==> src/rtl/shmq_pkg.sv <==
// Shared types for the shared-memory queue agent.
// Assumes: status codes are visible at the block's port and must not be renumbered.
package shmq_pkg;

    typedef enum logic [1:0] {
        ST_OK     = 2'd0,
        ST_FULL   = 2'd1,
        ST_EMPTY  = 2'd2,
        ST_MEMERR = 2'd3
    } shmq_status_e;

    typedef enum logic [2:0] {
        S_IDLE,
        S_RD_HEAD,
        S_RD_TAIL,
        S_CHECK,
        S_MOVE,
        S_DRAIN,
        S_WR_IDX
    } shmq_state_e;

    typedef enum logic [1:0] {
        SEL_HEAD,
        SEL_TAIL,
        SEL_MSG
    } shmq_sel_e;

endpackage

==> src/rtl/shmq_ring.sv <==
// Circular index step for a queue of (slots - 2) message entries.
// Assumes: idx is already below slots - 2 and slots is at least 3.
module shmq_ring #(
    parameter int IDX_W = 16
) (
    input  logic [IDX_W-1:0] idx,
    input  logic [IDX_W-1:0] slots,
    output logic [IDX_W-1:0] nxt
);

    logic [IDX_W-1:0] limit;
    logic [IDX_W-1:0] inc;

    // Advance by one and fold back to zero at the message-slot count.
    always_comb begin
        limit = slots - IDX_W'(2);
        inc   = idx + IDX_W'(1);
        nxt   = (inc == limit) ? '0 : inc;
    end

endmodule

==> src/rtl/shmq_addr.sv <==
// Byte-address generator for the queue region.
// Assumes: base is slot-aligned and SLOT_BYTES is a power of two of at least 64.
module shmq_addr
    import shmq_pkg::*;
#(
    parameter int ADDR_W     = 32,
    parameter int IDX_W      = 16,
    parameter int SLOT_BYTES = 64,
    parameter int CNT_W      = 4
) (
    input  logic [ADDR_W-1:0] base,
    input  shmq_sel_e         sel,
    input  logic [IDX_W-1:0]  msg_idx,
    input  logic [CNT_W-1:0]  word,
    output logic [ADDR_W-1:0] addr
);

    localparam int SLOT_SHIFT = $clog2(SLOT_BYTES);

    logic [ADDR_W-1:0] slot_num;
    logic [ADDR_W-1:0] word_off;

    // Pick the physical slot and the word offset inside it.
    always_comb begin
        case (sel)
            SEL_HEAD: slot_num = '0;
            SEL_TAIL: slot_num = ADDR_W'(1);
            default:  slot_num = ADDR_W'(msg_idx) + ADDR_W'(2);
        endcase
        word_off = (sel == SEL_MSG) ? (ADDR_W'(word) << 2) : '0;
        addr     = base + (slot_num << SLOT_SHIFT) + word_off;
    end

endmodule

==> src/rtl/shmq_obuf.sv <==
// One-word output register with a valid/ready stream.
// Assumes: load is only raised while the register is empty.
module shmq_obuf #(
    parameter int DATA_W = 32
) (
    input  logic              clk,
    input  logic              rst_n,
    input  logic              load,
    input  logic [DATA_W-1:0] din,
    output logic              out_valid,
    output logic [DATA_W-1:0] out_data,
    input  logic              out_ready
);

    logic              full_q;
    logic [DATA_W-1:0] data_q;

    // Hold a fetched word until the consumer takes it.
    always_ff @(posedge clk) begin
        if (!rst_n) begin
            full_q <= 1'b0;
            data_q <= '0;
        end else if (load) begin
            full_q <= 1'b1;
            data_q <= din;
        end else if (full_q && out_ready) begin
            full_q <= 1'b0;
        end
    end

    assign out_valid = full_q;
    assign out_data  = data_q;

endmodule

==> src/rtl/shmq_agent.sv <==
// Enqueue/dequeue agent for a circular message queue held in shared memory.
// Reads head and tail from memory on each operation, moves one slot of words,
// then publishes the advanced index as its final access.
// Assumes: indices in memory are below cfg_slots - 2; IDX_W is below 32.
module shmq_agent
    import shmq_pkg::*;
#(
    parameter int ADDR_W     = 32,
    parameter int IDX_W      = 16,
    parameter int SLOT_BYTES = 64
) (
    input  logic              clk,
    input  logic              rst_n,
    input  logic [ADDR_W-1:0] cfg_base,
    input  logic [IDX_W-1:0]  cfg_slots,
    input  logic              cmd_valid,
    input  logic              cmd_deq,
    output logic              cmd_ready,
    input  logic              in_valid,
    input  logic [31:0]       in_data,
    output logic              in_ready,
    output logic              out_valid,
    output logic [31:0]       out_data,
    input  logic              out_ready,
    output logic              rsp_valid,
    output logic [1:0]        rsp_status,
    output logic              mem_valid,
    output logic              mem_we,
    output logic [ADDR_W-1:0] mem_addr,
    output logic [31:0]       mem_wdata,
    input  logic              mem_ready,
    input  logic [31:0]       mem_rdata,
    input  logic              mem_err
);

    localparam int WORDS = SLOT_BYTES / 4;
    localparam int CNT_W = $clog2(WORDS);
    localparam logic [CNT_W-1:0] LAST_WORD = CNT_W'(WORDS - 1);

    shmq_state_e      state_q;
    logic             op_deq_q;
    logic [IDX_W-1:0] head_q;
    logic [IDX_W-1:0] tail_q;
    logic [CNT_W-1:0] cnt_q;
    logic             rsp_valid_q;
    shmq_status_e     rsp_status_q;

    logic [IDX_W-1:0] head_nxt;
    logic [IDX_W-1:0] tail_nxt;
    logic             q_full;
    logic             q_empty;
    logic             hs;
    logic             obuf_full;
    logic             obuf_load;
    shmq_sel_e        sel;
    logic             unused_rdata_hi;

    shmq_ring #(.IDX_W(IDX_W)) u_head_ring (
        .idx   (head_q),
        .slots (cfg_slots),
        .nxt   (head_nxt)
    );

    shmq_ring #(.IDX_W(IDX_W)) u_tail_ring (
        .idx   (tail_q),
        .slots (cfg_slots),
        .nxt   (tail_nxt)
    );

    shmq_addr #(
        .ADDR_W     (ADDR_W),
        .IDX_W      (IDX_W),
        .SLOT_BYTES (SLOT_BYTES),
        .CNT_W      (CNT_W)
    ) u_addr (
        .base    (cfg_base),
        .sel     (sel),
        .msg_idx (op_deq_q ? head_q : tail_q),
        .word    (cnt_q),
        .addr    (mem_addr)
    );

    shmq_obuf #(.DATA_W(32)) u_obuf (
        .clk       (clk),
        .rst_n     (rst_n),
        .load      (obuf_load),
        .din       (mem_rdata),
        .out_valid (obuf_full),
        .out_data  (out_data),
        .out_ready (out_ready)
    );

    assign q_full          = (tail_nxt == head_q);
    assign q_empty         = (head_q == tail_q);
    assign hs              = mem_valid && mem_ready;
    assign obuf_load       = (state_q == S_MOVE) && op_deq_q && hs && !mem_err;
    assign out_valid       = obuf_full;
    assign cmd_ready       = (state_q == S_IDLE);
    assign rsp_valid       = rsp_valid_q;
    assign rsp_status      = rsp_status_q;
    assign unused_rdata_hi = ^mem_rdata[31:IDX_W];

    // Drive the memory request and stream handshakes from the current state.
    always_comb begin
        sel       = SEL_MSG;
        mem_valid = 1'b0;
        mem_we    = 1'b0;
        mem_wdata = '0;
        in_ready  = 1'b0;
        case (state_q)
            S_RD_HEAD: begin
                sel       = SEL_HEAD;
                mem_valid = 1'b1;
            end
            S_RD_TAIL: begin
                sel       = SEL_TAIL;
                mem_valid = 1'b1;
            end
            S_MOVE: begin
                sel = SEL_MSG;
                if (op_deq_q) begin
                    mem_valid = !obuf_full;
                end else begin
                    mem_valid = in_valid;
                    mem_we    = 1'b1;
                    mem_wdata = in_data;
                    in_ready  = mem_ready;
                end
            end
            S_WR_IDX: begin
                sel       = op_deq_q ? SEL_HEAD : SEL_TAIL;
                mem_valid = 1'b1;
                mem_we    = 1'b1;
                mem_wdata = op_deq_q ? 32'(head_nxt) : 32'(tail_nxt);
            end
            default: begin
                sel = SEL_MSG;
            end
        endcase
    end

    // Sequence one operation: fetch indices, decide, move words, publish index.
    always_ff @(posedge clk) begin
        if (!rst_n) begin
            state_q      <= S_IDLE;
            op_deq_q     <= 1'b0;
            head_q       <= '0;
            tail_q       <= '0;
            cnt_q        <= '0;
            rsp_valid_q  <= 1'b0;
            rsp_status_q <= ST_OK;
        end else begin
            rsp_valid_q <= 1'b0;
            case (state_q)
                S_IDLE: begin
                    if (cmd_valid) begin
                        op_deq_q <= cmd_deq;
                        state_q  <= S_RD_HEAD;
                    end
                end
                S_RD_HEAD: begin
                    if (hs) begin
                        if (mem_err) begin
                            rsp_valid_q  <= 1'b1;
                            rsp_status_q <= ST_MEMERR;
                            state_q      <= S_IDLE;
                        end else begin
                            head_q  <= mem_rdata[IDX_W-1:0];
                            state_q <= S_RD_TAIL;
                        end
                    end
                end
                S_RD_TAIL: begin
                    if (hs) begin
                        if (mem_err) begin
                            rsp_valid_q  <= 1'b1;
                            rsp_status_q <= ST_MEMERR;
                            state_q      <= S_IDLE;
                        end else begin
                            tail_q  <= mem_rdata[IDX_W-1:0];
                            state_q <= S_CHECK;
                        end
                    end
                end
                S_CHECK: begin
                    if (op_deq_q && q_empty) begin
                        rsp_valid_q  <= 1'b1;
                        rsp_status_q <= ST_EMPTY;
                        state_q      <= S_IDLE;
                    end else if (!op_deq_q && q_full) begin
                        rsp_valid_q  <= 1'b1;
                        rsp_status_q <= ST_FULL;
                        state_q      <= S_IDLE;
                    end else begin
                        cnt_q   <= '0;
                        state_q <= S_MOVE;
                    end
                end
                S_MOVE: begin
                    if (hs) begin
                        if (mem_err) begin
                            rsp_valid_q  <= 1'b1;
                            rsp_status_q <= ST_MEMERR;
                            state_q      <= S_IDLE;
                        end else if (cnt_q == LAST_WORD) begin
                            state_q <= op_deq_q ? S_DRAIN : S_WR_IDX;
                        end else begin
                            cnt_q <= cnt_q + CNT_W'(1);
                        end
                    end
                end
                S_DRAIN: begin
                    if (!obuf_full) begin
                        state_q <= S_WR_IDX;
                    end
                end
                S_WR_IDX: begin
                    if (hs) begin
                        rsp_valid_q  <= 1'b1;
                        rsp_status_q <= mem_err ? ST_MEMERR : ST_OK;
                        state_q      <= S_IDLE;
                    end
                end
                default: begin
                    state_q <= S_IDLE;
                end
            endcase
        end
    end

endmodule

==> config.mk <==
export PLATFORM = sky130hd
export DESIGN_NAME = shmq_agent
export DESIGN_NICKNAME = d
export VERILOG_FILES = /design/src/rtl/shmq_pkg.sv /design/src/rtl/shmq_ring.sv /design/src/rtl/shmq_addr.sv /design/src/rtl/shmq_obuf.sv /design/src/rtl/shmq_agent.sv
export SDC_FILE = /design/constraint.sdc
export NUM_CORES = 1
export LEC_CHECK = 0
export CAP_MARGIN = 30
export CORE_MARGIN = 2
export CORE_UTILIZATION = 30
export CTS_CLUSTER_DIAMETER = 120
export DETAILED_ROUTE_END_ITERATION = 8
export DONT_BUFFER_PORTS = 1
export PLACE_DENSITY = 0.41
export SYNTH_ARGS = -nofsm -noshare
export SYNTH_HDL_FRONTEND = slang
export SYNTH_HIERARCHICAL = 1
export SYNTH_SLANG_ARGS = --single-unit
==> constraint.sdc <==
create_clock -name clk -period 4.81 [get_ports clk]
set_clock_uncertainty 0.1 [all_clocks]
set_input_delay 0 -clock clk [delete_from_list [all_inputs] [get_ports clk]]
set_output_delay 0 -clock clk [all_outputs]
set_load 0.02 [all_outputs]
==> results.py, run 1 <==
metrics = {
    "timing": {
        "rsz0062_at_grt": "false",
        "worstMarginPinSlew_ps": 979,
        "hold_viol": 0,
        "drv_slew": 0,
        "clock.fmax_ghz": 0.231,
        "layout_min_cycle_time_ps": 4330,
        "fin_setup_tns_ps": 0,
        "slew_headroom_pct": 34.2,
        "finalCritPeriodShare_pct": 90.1,
        "setup_viol": 0,
    },
    "setup_path": {
        "path_max_fanout": 16,
        "worst_setup_path_end_kind": "flop",
        "worstSetupPathType": "reg -> reg",
        "critPathArrivalTime_ps": 4480,
        "startpoint_type": "flop",
        "crit_required_ps": 4960,
    },
    "cells_and_area": {
        "design_area_um2": 9140,
        "nets": 1203,
        "fin_util_pct": 35.1,
        "drive_above_1_share_pct": 10.0,
        "syn2layout_area_growth_pct": 14.9,
        "final_cells": 1396,
    },
    "synthesis": {
        "postSynthAreaPerCell_um2": 7.81,
        "synthesis.area_um2": 7960,
        "yosysSeqAreaShare_pct": 19.1,
        "ys_seq_elements": 76,
        "synth_cells": 1018,
        "netlist.area_leader.share_pct": 19.1,
        "synthesis.nets": 1166,
        "synth.most_common_cell": "nor2_1",
        "yosysWarningCount": 6,
        "synth_edf_count": 0,
        "synth_cell_type_count": 72,
        "synth_flop_cell": "dfxtp_1",
        "post-synth-top-area-cell": "dfxtp_1",
        "synth_common_cells": "nor2_1 (91), nand2_1 (89), dfxtp_1 (76), xnor2_1 (76), mux2i_1 (69)",
        "synth_area_leaders": "dfxtp_1 (19%), mux2i_1 (8.7%), xnor2_1 (8.4%), xor2_1 (5.2%), nor2_1 (4.3%)",
        "async_reset_ff_share_pct": 0,
    },
    "power_and_ir_drop": {
        "power.total_uw": 2060,
        "power_density_nw_per_um2": 225,
        "vdd_ir_drop_max_uv": 140,
        "switchingPower_uw": 687,
        "pwr-share-comb_pct": 29.7,
        "switching_share_pct": 33.4,
        "p_seq_share_pct": 33.2,
        "leakagePower_uw": 0.00340,
        "p_int_uw": 1370,
        "clkPwrFrac_pct": 37.1,
    },
    "routing": {
        "vias_per_cell": 5.37,
        "routed_wl_mm": 27.6,
        "drt_iter0_drc": 437,
        "firstDrtPassIters": 5,
        "route.vias.total": 7498,
        "drc": 0,
        "antenna_left": 0,
        "wl_per_cell_um": 19.8,
    },
    "die": {
        "die_w_um": 167,
        "core_um2": 26100,
        "start_util_pct": 30.5,
        "num_rows": 59,
        "die_area_um2": 27800,
        "pin_count": 224,
        "die_y_um": 167,
    },
    "global_route": {
        "grt_util_all_layers_pct": 19.3,
        "first_global_vias": 7526,
        "grt-ovfl-total": 0,
        "grt_pass1_wl_mm": 42.9,
        "grt_max_degree": 39,
        "antenna_found_initial": 1,
    },
    "placed_design": {
        "port_buffers": 0,
        "post-place-cells": 1338,
        "gp_congestion": 0.818,
        "dp_hpwl_mm": 21.4,
        "dpl-instance-area_um2": 8390,
    },
    "clock_tree": {
        "cts_buffer_depth": 2,
        "insertion_delay_ps": 340,
        "cts.sinks": 76,
        "h-tree-depth": 3,
        "cts_buffers": 9,
        "cts_tree": "done",
        "root_buffer": "clkbuf_16",
        "postCtsSetupRepairBufs": 0,
        "path_clk_slew_ps": 60,
    },
    "flow_run": {
        "drv_cap": 0,
    },
    "worst_hold_path": {
        "hp-class": "in -> reg",
    },
    "run_status": {
        "status": "complete, no violations",
    },
}
-- critical path: stages, from the launching register on --
cell      delay, ps
dfxtp_1         530
nand4_1         390
or4_1           670
o211a_1         140
nor4b_1         350
o2111a_2        450
a31oi_1         210
xor2_1          190
nor4_2          310
nand3_1         160
o311a_1         370
o21a_2          150
a211oi_1        210
-- power groups by stage --
stage	clock network (uW)	registers, uW	logic, uW
after floorplan	0	684	451
after global placement	0	698	570
after detailed placement	0	698	568
after CTS	783	683	614
after global routing	809	687	671
final	765	684	611
-- layout by cell type, fill, tap and decap left out, drive strengths merged, types with 4 or more instances in the layout --
master | netlist | final
nor3b | 6 | 6
o2111ai | 6 | 6
mux2 | 17 | 17
or4b | 6 | 6
and4 | 7 | 7
or3 | 6 | 6
nor4 | 19 | 19
xor2 | 47 | 47
nand4 | 12 | 12
dlygate4sd3 | 0 | 40
nand2 | 89 | 89
nor2b | 42 | 42
or2 | 4 | 4
a211oi | 9 | 9
and2 | 46 | 46
clkbuf | 37 | 10
o211a | 4 | 4
xnor3 | 4 | 4
buf | 19 | 42
mux2i | 69 | 69
ha | 27 | 27
o31ai | 11 | 11
a221oi | 5 | 5
nor3 | 20 | 20
o21ai | 25 | 25
or4 | 13 | 13
nand2b | 6 | 6
nor2 | 91 | 91
xnor2 | 76 | 76
o211ai | 11 | 11
nand3 | 27 | 27
and3 | 7 | 7
o21a | 5 | 5
a21o | 11 | 11
a21oi | 62 | 62
a31oi | 35 | 35
dfxtp | 76 | 76
inv | 26 | 28
-- final timing paths --
| path | start | cells after the start | slack [ps] | end |
|---|---|---|---|---|
| max | tail_q[5] | 12 | 480 | rsp_valid |
| max reg2reg | tail_q[5] | 12 | 480 | rsp_valid |
| min | rst_n | 4 | 6 | cnt_q[3] |
| min reg2reg | cnt_q[0] | 1 | 410 | cnt_q[0] |
-- per-stage QoR --
| step | hold slack [ps] | worst slack, ps |
|---|---|---|
| after CTS | 1.02 | 245 |
| after global routing | 13.4 | 91.8 |
| final | 6.40 | 477 |
| after floorplan | 12.6 | 751 |
| after detailed placement | -99.9 | 502 |
| after global placement | -99.9 | 550 |
-- cells by family after synthesis --
kind of cell,synth area share (%)
xor+xnor,14.7
compound gates,18.5
buf+inv,5.14
flops,19.1
mux,11.1
fa+ha+maj,4.50
simple gates,27.0
-- per-layer routing --
metal | routed length [um] | track usage [%] | vias up
met4 | 320 | 3.11 | 0
met3 | 1290 | 3.68 | 17
met5 | 0 | 0 | -
li1 | - | - | 3742
met2 | 12900 | 32.4 | 185
met1 | 13100 | 26.1 | 3554
-- area by class of cell --
| type | instances | area (um2) |
|---|---|---|
| antenna | 1 | 2.50 |
| clock buffer | 10 | 239 |
| clock inverter | 6 | 93.8 |
| fill | 2833 | 16900 |
| inverter | 26 | 97.6 |
| multi-input combinational | 860 | 6030 |
| sequential | 76 | 1520 |
| tap | 335 | 419 |
| timing repair buffer | 82 | 736 |
-- sequential cells by signal, summed over array words and instances (netlist names) --
signal,count
cnt_q,4
head_q,16
op_deq_q,1
rsp_status,2
u_obuf/out_valid,1
tail_q,16
state_q,3
u_obuf/out_data,32
rsp_valid,1
-- repair_timing --
action                                  CTS  global route
resized for setup                         0             1
hold buffers                             41             0
hold endpoints to repair                 77             0
endpoints found under the setup margin    0             5
Note: power is estimated with default switching activity, not from simulation.
==> inputs of run 2 (changes only) <==
Settings changed: CORE_ASPECT_RATIO set to 1.4, CORE_MARGIN 2 to 3, TNS_END_PERCENT set to 5.
==> run 2 against run 1 <==
Against the previous run:
- routed wire length grew 4.9%
- sequential cell count is the same
- first-iteration DRC count shrank 21%
- non-clock buffer count grew 1
- register-to-register slack lost 110 ps
- worst hold slack lost 2.6 ps
- via count grew 0.61%
- clock power shrank 16%
- final cell count shrank 1.1%
- highest routed layer unchanged
==> results.py, run 2 (same netlist as run 1, synthesis figures left out) <==
metrics = {
    "global_route": {
        "grt-ovfl-total": 0,
        "grt_pass1_wl_mm": 43.3,
        "grt_max_degree": 39,
        "first_global_vias": 7588,
        "grt_util_all_layers_pct": 19.5,
        "antenna_found_initial": 0,
    },
    "cells_and_area": {
        "nets": 1204,
        "drive_above_1_share_pct": 9.80,
        "design_area_um2": 9070,
        "layout_common_cells": "nor2_1 (90), nand2_1 (89), xnor2_1 (76), dfxtp_1 (76), mux2i_1 (69)",
        "syn2layout_area_growth_pct": 14.0,
        "largest_reg_flops": 32,
        "layout_commonest_cell": "nor2_1",
        "n_antenna_cell": 0,
    },
    "die": {
        "core_um2": 25700,
        "start_util_pct": 30.9,
        "die_y_um": 199,
        "pin_count": 224,
        "die_w_um": 144,
        "num_rows": 69,
        "die_area_um2": 28500,
    },
    "routing": {
        "routed_wl_mm": 29.0,
        "drc": 0,
        "antenna_left": 0,
        "firstDrtPassIters": 4,
        "vias_per_cell": 5.47,
        "drt_iter0_drc": 346,
        "route.vias.total": 7544,
        "wl_per_cell_um": 21.0,
    },
    "placed_design": {
        "dp_hpwl_mm": 22.9,
        "port_buffers": 0,
        "gp_congestion": 0.934,
        "dpl-instance-area_um2": 8340,
    },
    "clock_tree": {
        "cts.sinks": 76,
        "insertion_delay_ps": 340,
        "path_clk_slew_ps": 60,
        "cts_resized": 0,
        "root_buffer": "clkbuf_16",
        "cts_buffer_depth": 2,
        "h-tree-depth": 3,
        "cts_tree": "done",
        "cts_buffers": 9,
    },
    "setup_path": {
        "startpoint_type": "flop",
        "worstSetupPathType": "reg -> reg",
        "worst_setup_path_end_kind": "flop",
        "crit_required_ps": 4930,
        "critPathArrivalTime_ps": 4570,
        "path_max_fanout": 16,
    },
    "power_and_ir_drop": {
        "clkPwrFrac_pct": 33.0,
        "leakagePower_uw": 0.00338,
        "p_seq_share_pct": 35.0,
        "p_int_uw": 1250,
        "pwr-share-comb_pct": 32.0,
        "switching_share_pct": 35.3,
        "power_density_nw_per_um2": 214,
        "switchingPower_uw": 684,
        "vdd_ir_drop_max_uv": 136,
    },
    "timing": {
        "rsz0062_at_grt": "false",
        "hold_viol": 0,
        "layout_min_cycle_time_ps": 4440,
        "hold-worst-slack_ps": 3.77,
        "worstMarginPinSlew_ps": 1010,
        "slew_headroom_pct": 32.2,
        "finalCritPeriodShare_pct": 92.4,
        "setup_viol": 0,
        "fin_setup_tns_ps": 0,
        "drv_slew": 0,
        "clock.fmax_ghz": 0.225,
    },
    "worst_hold_path": {
        "hp-class": "in -> reg",
    },
    "flow_run": {
        "drv_cap": 0,
    },
    "run_status": {
        "status": "complete, no violations",
    },
}
[run 2: cell count changes in the layout (fill, tap and decap cells not counted)]
cell and delta:
dfxtp_2 -1, inv_6 -1, buf_8 -1, dlygate4sd3_1 +2
inv_8 +1, bufinv_16 -2, clkbuf_8 -1, dfxtp_1 +1
clkinv_2 +3, diode_2 -1
[run 2: worst paths after layout]
| path | endpoint | slack [ps] | startpoint | cells after the start |
|---|---|---|---|---|
| max | state_q[2] | 370 | tail_q[0] | 15 |
| min | state_q[0] | 4 | rst_n | 3 |
| max reg2reg | state_q[2] | 370 | tail_q[0] | 15 |
| min reg2reg | cnt_q[1] | 410 | cnt_q[1] | 2 |
[run 2: worst max-delay path: stages (launching register included)]
cell and delay [ps]:
dfxtp_1 530, ha_1 270, nand2_1 150, or3_1 380
o211ai_1 90, or3b_2 470, a2111oi_2 230, buf_4 270
a31oi_1 150, xor2_1 180, nor4_2 320, nand3_1 170
nor2_1 200, nor3_1 80, o21a_1 190, dlygate4sd3_1 540
[run 2: per-layer routing]
layer | vias to the layer above | track usage [%] | wire length [um]
li1 | 3756 | - | -
met1 | 3539 | 21.8 | 11300
met2 | 208 | 35.6 | 14900
met3 | 41 | 3.63 | 1660
met4 | 0 | 8.55 | 1140
met5 | - | 0 | 0
[run 2: repair_timing]
| item | in CTS | in global routing |
|---|---|---|
| buffers inserted | 0 | 1 |
| hold buffers | 43 | 0 |
| setup endpoints to repair | 0 | 1 |
| hold endpoints to repair | 77 | 0 |
[run 2: area by class of cell]
type / instances / area (um2)
Clock buffer: 9 / 225
Sequential cell: 76 / 1520
Inverter: 26 / 97.6
Multi-Input combinational cell: 860 / 6030
Fill cell: 2779 / 16700
Timing Repair Buffer: 83 / 741
Tap cell: 319 / 399
Clock inverter: 7 / 51.3
[run 2: power by group through the flow]
| stage | clock, uW | combinational (uW) | sequential, uW |
|---|---|---|---|
| 3_3_place_gp | 0 | 582 | 693 |
| 6_report | 640 | 619 | 678 |
| 4_1_cts | 663 | 624 | 678 |
| 5_1_grt | 684 | 677 | 680 |
| 3_5_place_dp | 0 | 578 | 692 |
| 2_1_floorplan | 0 | 451 | 684 |
[run 2: stage by stage]
step,total power [uW],setup slack [ps],util [%],std cells
CTS,1970,341,35.2,1379
finish,1940,368,35.2,1380
global route,2040,58.1,35.2,1380
detailed placement,1270,690,32.4,1320
global placement,1280,782,32.4,1320
floorplan,1130,751,-,1018
==> inputs of run 3 (changes only) <==
Settings changed: ABC_AREA set to 1.
==> run 3 against run 2 <==
Against the previous run:
- synthesized area up 17%
- total power grew 39%
- highest routed layer unchanged
- count of clock-buffer cells in the layout rose by 1
- sequential power rose by 15%
- design area is 14% higher
- global-route usage increased by 0.57 points
- critical path type is now reg -> out
- critical endpoint is now mem_addr[31]
==> results.py, run 3 <==
metrics = {
    "clock_tree": {
        "cts_buffers": 9,
        "cts_resized": 0,
        "cts_buffer_depth": 2,
        "cts.sinks": 76,
        "insertion_delay_ps": 340,
        "path_clk_slew_ps": 60,
        "postCtsSetupRepairBufs": 0,
        "cts_hold_buf": 43,
        "root_buffer": "clkbuf_16",
        "cts_tree": "done",
        "h-tree-depth": 3,
    },
    "global_route": {
        "grt_pass1_wl_mm": 53.7,
        "grt_util_all_layers_pct": 20.1,
        "antenna_found_initial": 0,
        "use_met3_pct": 2.36,
        "grt_max_degree": 75,
        "grt-ovfl-total": 0,
        "first_global_vias": 10014,
        "met1_usage_pct": 25.2,
        "busiest_layer": "met2",
        "use_met2_pct": 36.3,
    },
    "synthesis": {
        "synth_edf_count": 0,
        "synth.most_common_cell": "nand2_1",
        "synth_flop_cell": "dfxtp_1",
        "yosysSeqAreaShare_pct": 16.3,
        "synth_cells": 1767,
        "yosysWarningCount": 6,
        "synth_cell_type_count": 41,
        "async_reset_ff_share_pct": 0,
        "synth_common_cells": "nand2_1 (606), nor2_1 (259), inv_1 (255)",
        "synth_area_leaders": "nand2_1 (24%), dfxtp_1 (16%), nor2_1 (10%), inv_1 (10%), nand3_1 (7.5%)",
        "post-synth-top-area-cell": "nand2_1",
        "ys_seq_elements": 76,
        "netlist.area_leader.share_pct": 24.4,
        "synthesis.nets": 1915,
        "postSynthAreaPerCell_um2": 5.27,
        "synthesis.area_um2": 9310,
    },
    "setup_path": {
        "startpoint_type": "flop",
        "crit_required_ps": 4710,
        "worst_setup_path_end_kind": "output port",
        "path_max_fanout": 46,
        "worstSetupPathType": "reg -> out",
        "critPathArrivalTime_ps": 4120,
    },
    "placed_design": {
        "port_buffers": 0,
        "dp_hpwl_mm": 28.7,
        "gp_congestion": 0.891,
        "dpl-instance-area_um2": 9570,
    },
    "routing": {
        "wl_per_cell_um": 16.0,
        "route.vias.total": 10598,
        "drc": 0,
        "firstDrtPassIters": 5,
        "drt_iter0_drc": 598,
        "antenna_left": 0,
        "routed_wl_mm": 34.8,
        "vias_per_cell": 4.87,
    },
    "cells_and_area": {
        "n_antenna_cell": 0,
        "nets": 1934,
        "fin_util_pct": 34.2,
        "layout_common_cells": "nand2_1 (606), nor2_1 (258), inv_1 (255)",
        "largest_reg_flops": 32,
        "syn2layout_area_growth_pct": 11.5,
        "layout_commonest_cell": "nand2_1",
        "design_area_um2": 10400,
        "fill_cells": 3534,
        "drive_above_1_share_pct": 5.97,
    },
    "die": {
        "die_area_um2": 33200,
        "die_y_um": 214,
        "start_util_pct": 30.7,
        "die_w_um": 155,
        "num_rows": 75,
        "core_um2": 30300,
        "pin_count": 224,
    },
    "power_and_ir_drop": {
        "vdd_ir_drop_max_uv": 195,
        "leakagePower_uw": 0.00512,
        "power_density_nw_per_um2": 260,
    },
    "timing": {
        "worstMarginPinSlew_ps": 915,
        "rsz0062_at_grt": "false",
        "drv_slew": 0,
        "layout_min_cycle_time_ps": 4220,
        "hold_viol": 0,
        "finalCritPeriodShare_pct": 87.6,
        "hold-worst-slack_ps": 2.64,
        "fin_setup_tns_ps": 0,
        "clock.fmax_ghz": 0.237,
        "slew_headroom_pct": 38.4,
        "setup_viol": 0,
    },
    "worst_hold_path": {
        "hp-class": "in -> reg",
    },
    "run_status": {
        "status": "complete, no violations",
    },
    "flow_run": {
        "drv_cap": 0,
    },
}
[run 3: worst max-delay path, cell delays in order, from the launching register on]
cell	delay, ps
dfxtp_2	850
buf_4	330
nand2_1	60
o21ai_0	300
inv_1	190
nor3_2	270
nand3_1	110
nor3_2	220
ha_1	330
a21oi_1	320
o21ai_0	260
o21bai_1	240
nand3_1	90
nand2_1	180
[run 3: area by class of cell]
type	count	area [um2]	area share [%]
repair buffers	48	485	4.68
clock buffers	10	239	2.30
inverters	263	990	9.54
well taps	385	482	4.64
multi-input cells	1388	6540	63.0
flip-flops and latches	76	1520	14.7
clock inverters	6	119	1.15
[run 3: worst paths after layout]
| path | start | end | slack, ps | cells after the start |
|---|---|---|---|---|
| setup / recovery | op_deq_q | mem_addr[31] | 590 | 13 |
| hold reg to reg | cnt_q[1] | cnt_q[1] | 490 | 4 |
| setup reg to reg | tail_q[1] | rsp_status[0] | 600 | 23 |
| hold / removal | mem_err | state_q[0] | 3 | 5 |
[run 3: through the flow]
step,setup slack (ps),total power [uW],std cells
4_1_cts,538,2730,2176
6_report,595,2700,2176
3_5_place_dp,932,1860,2117
2_1_floorplan,1640,1610,1767
3_3_place_gp,996,1860,2117
5_1_grt,130,2890,2176
[run 3: logic make-up after synthesis]
family                     share of synthesized area, %
AOI/OAI and AO/OA                                  11.4
xor gates and xnor gates                           2.63
adders and majority gates                          3.84
buffers and inverters                              13.4
DFF                                                16.3
muxes                                             0.430
and+or+nand+nor                                    51.9
[run 3: per-layer routing]
metal / up-vias / wire length [um] / share of wire, %
met2: 269 / 17400 / 50
met1: 4720 / 15100 / 44
li1: 5580 / - / -
met4: 0 / 587 / 1.7
met5: - / 0 / 0
met3: 29 / 1680 / 4.8
[run 3: where the power goes]
| group | internal [uW] | switching (uW) | total [uW] |
|---|---|---|---|
| Sequential | 672 | 110 | 782 |
| Combinational | 314 | 796 | 1110 |
| Clock | 527 | 283 | 810 |
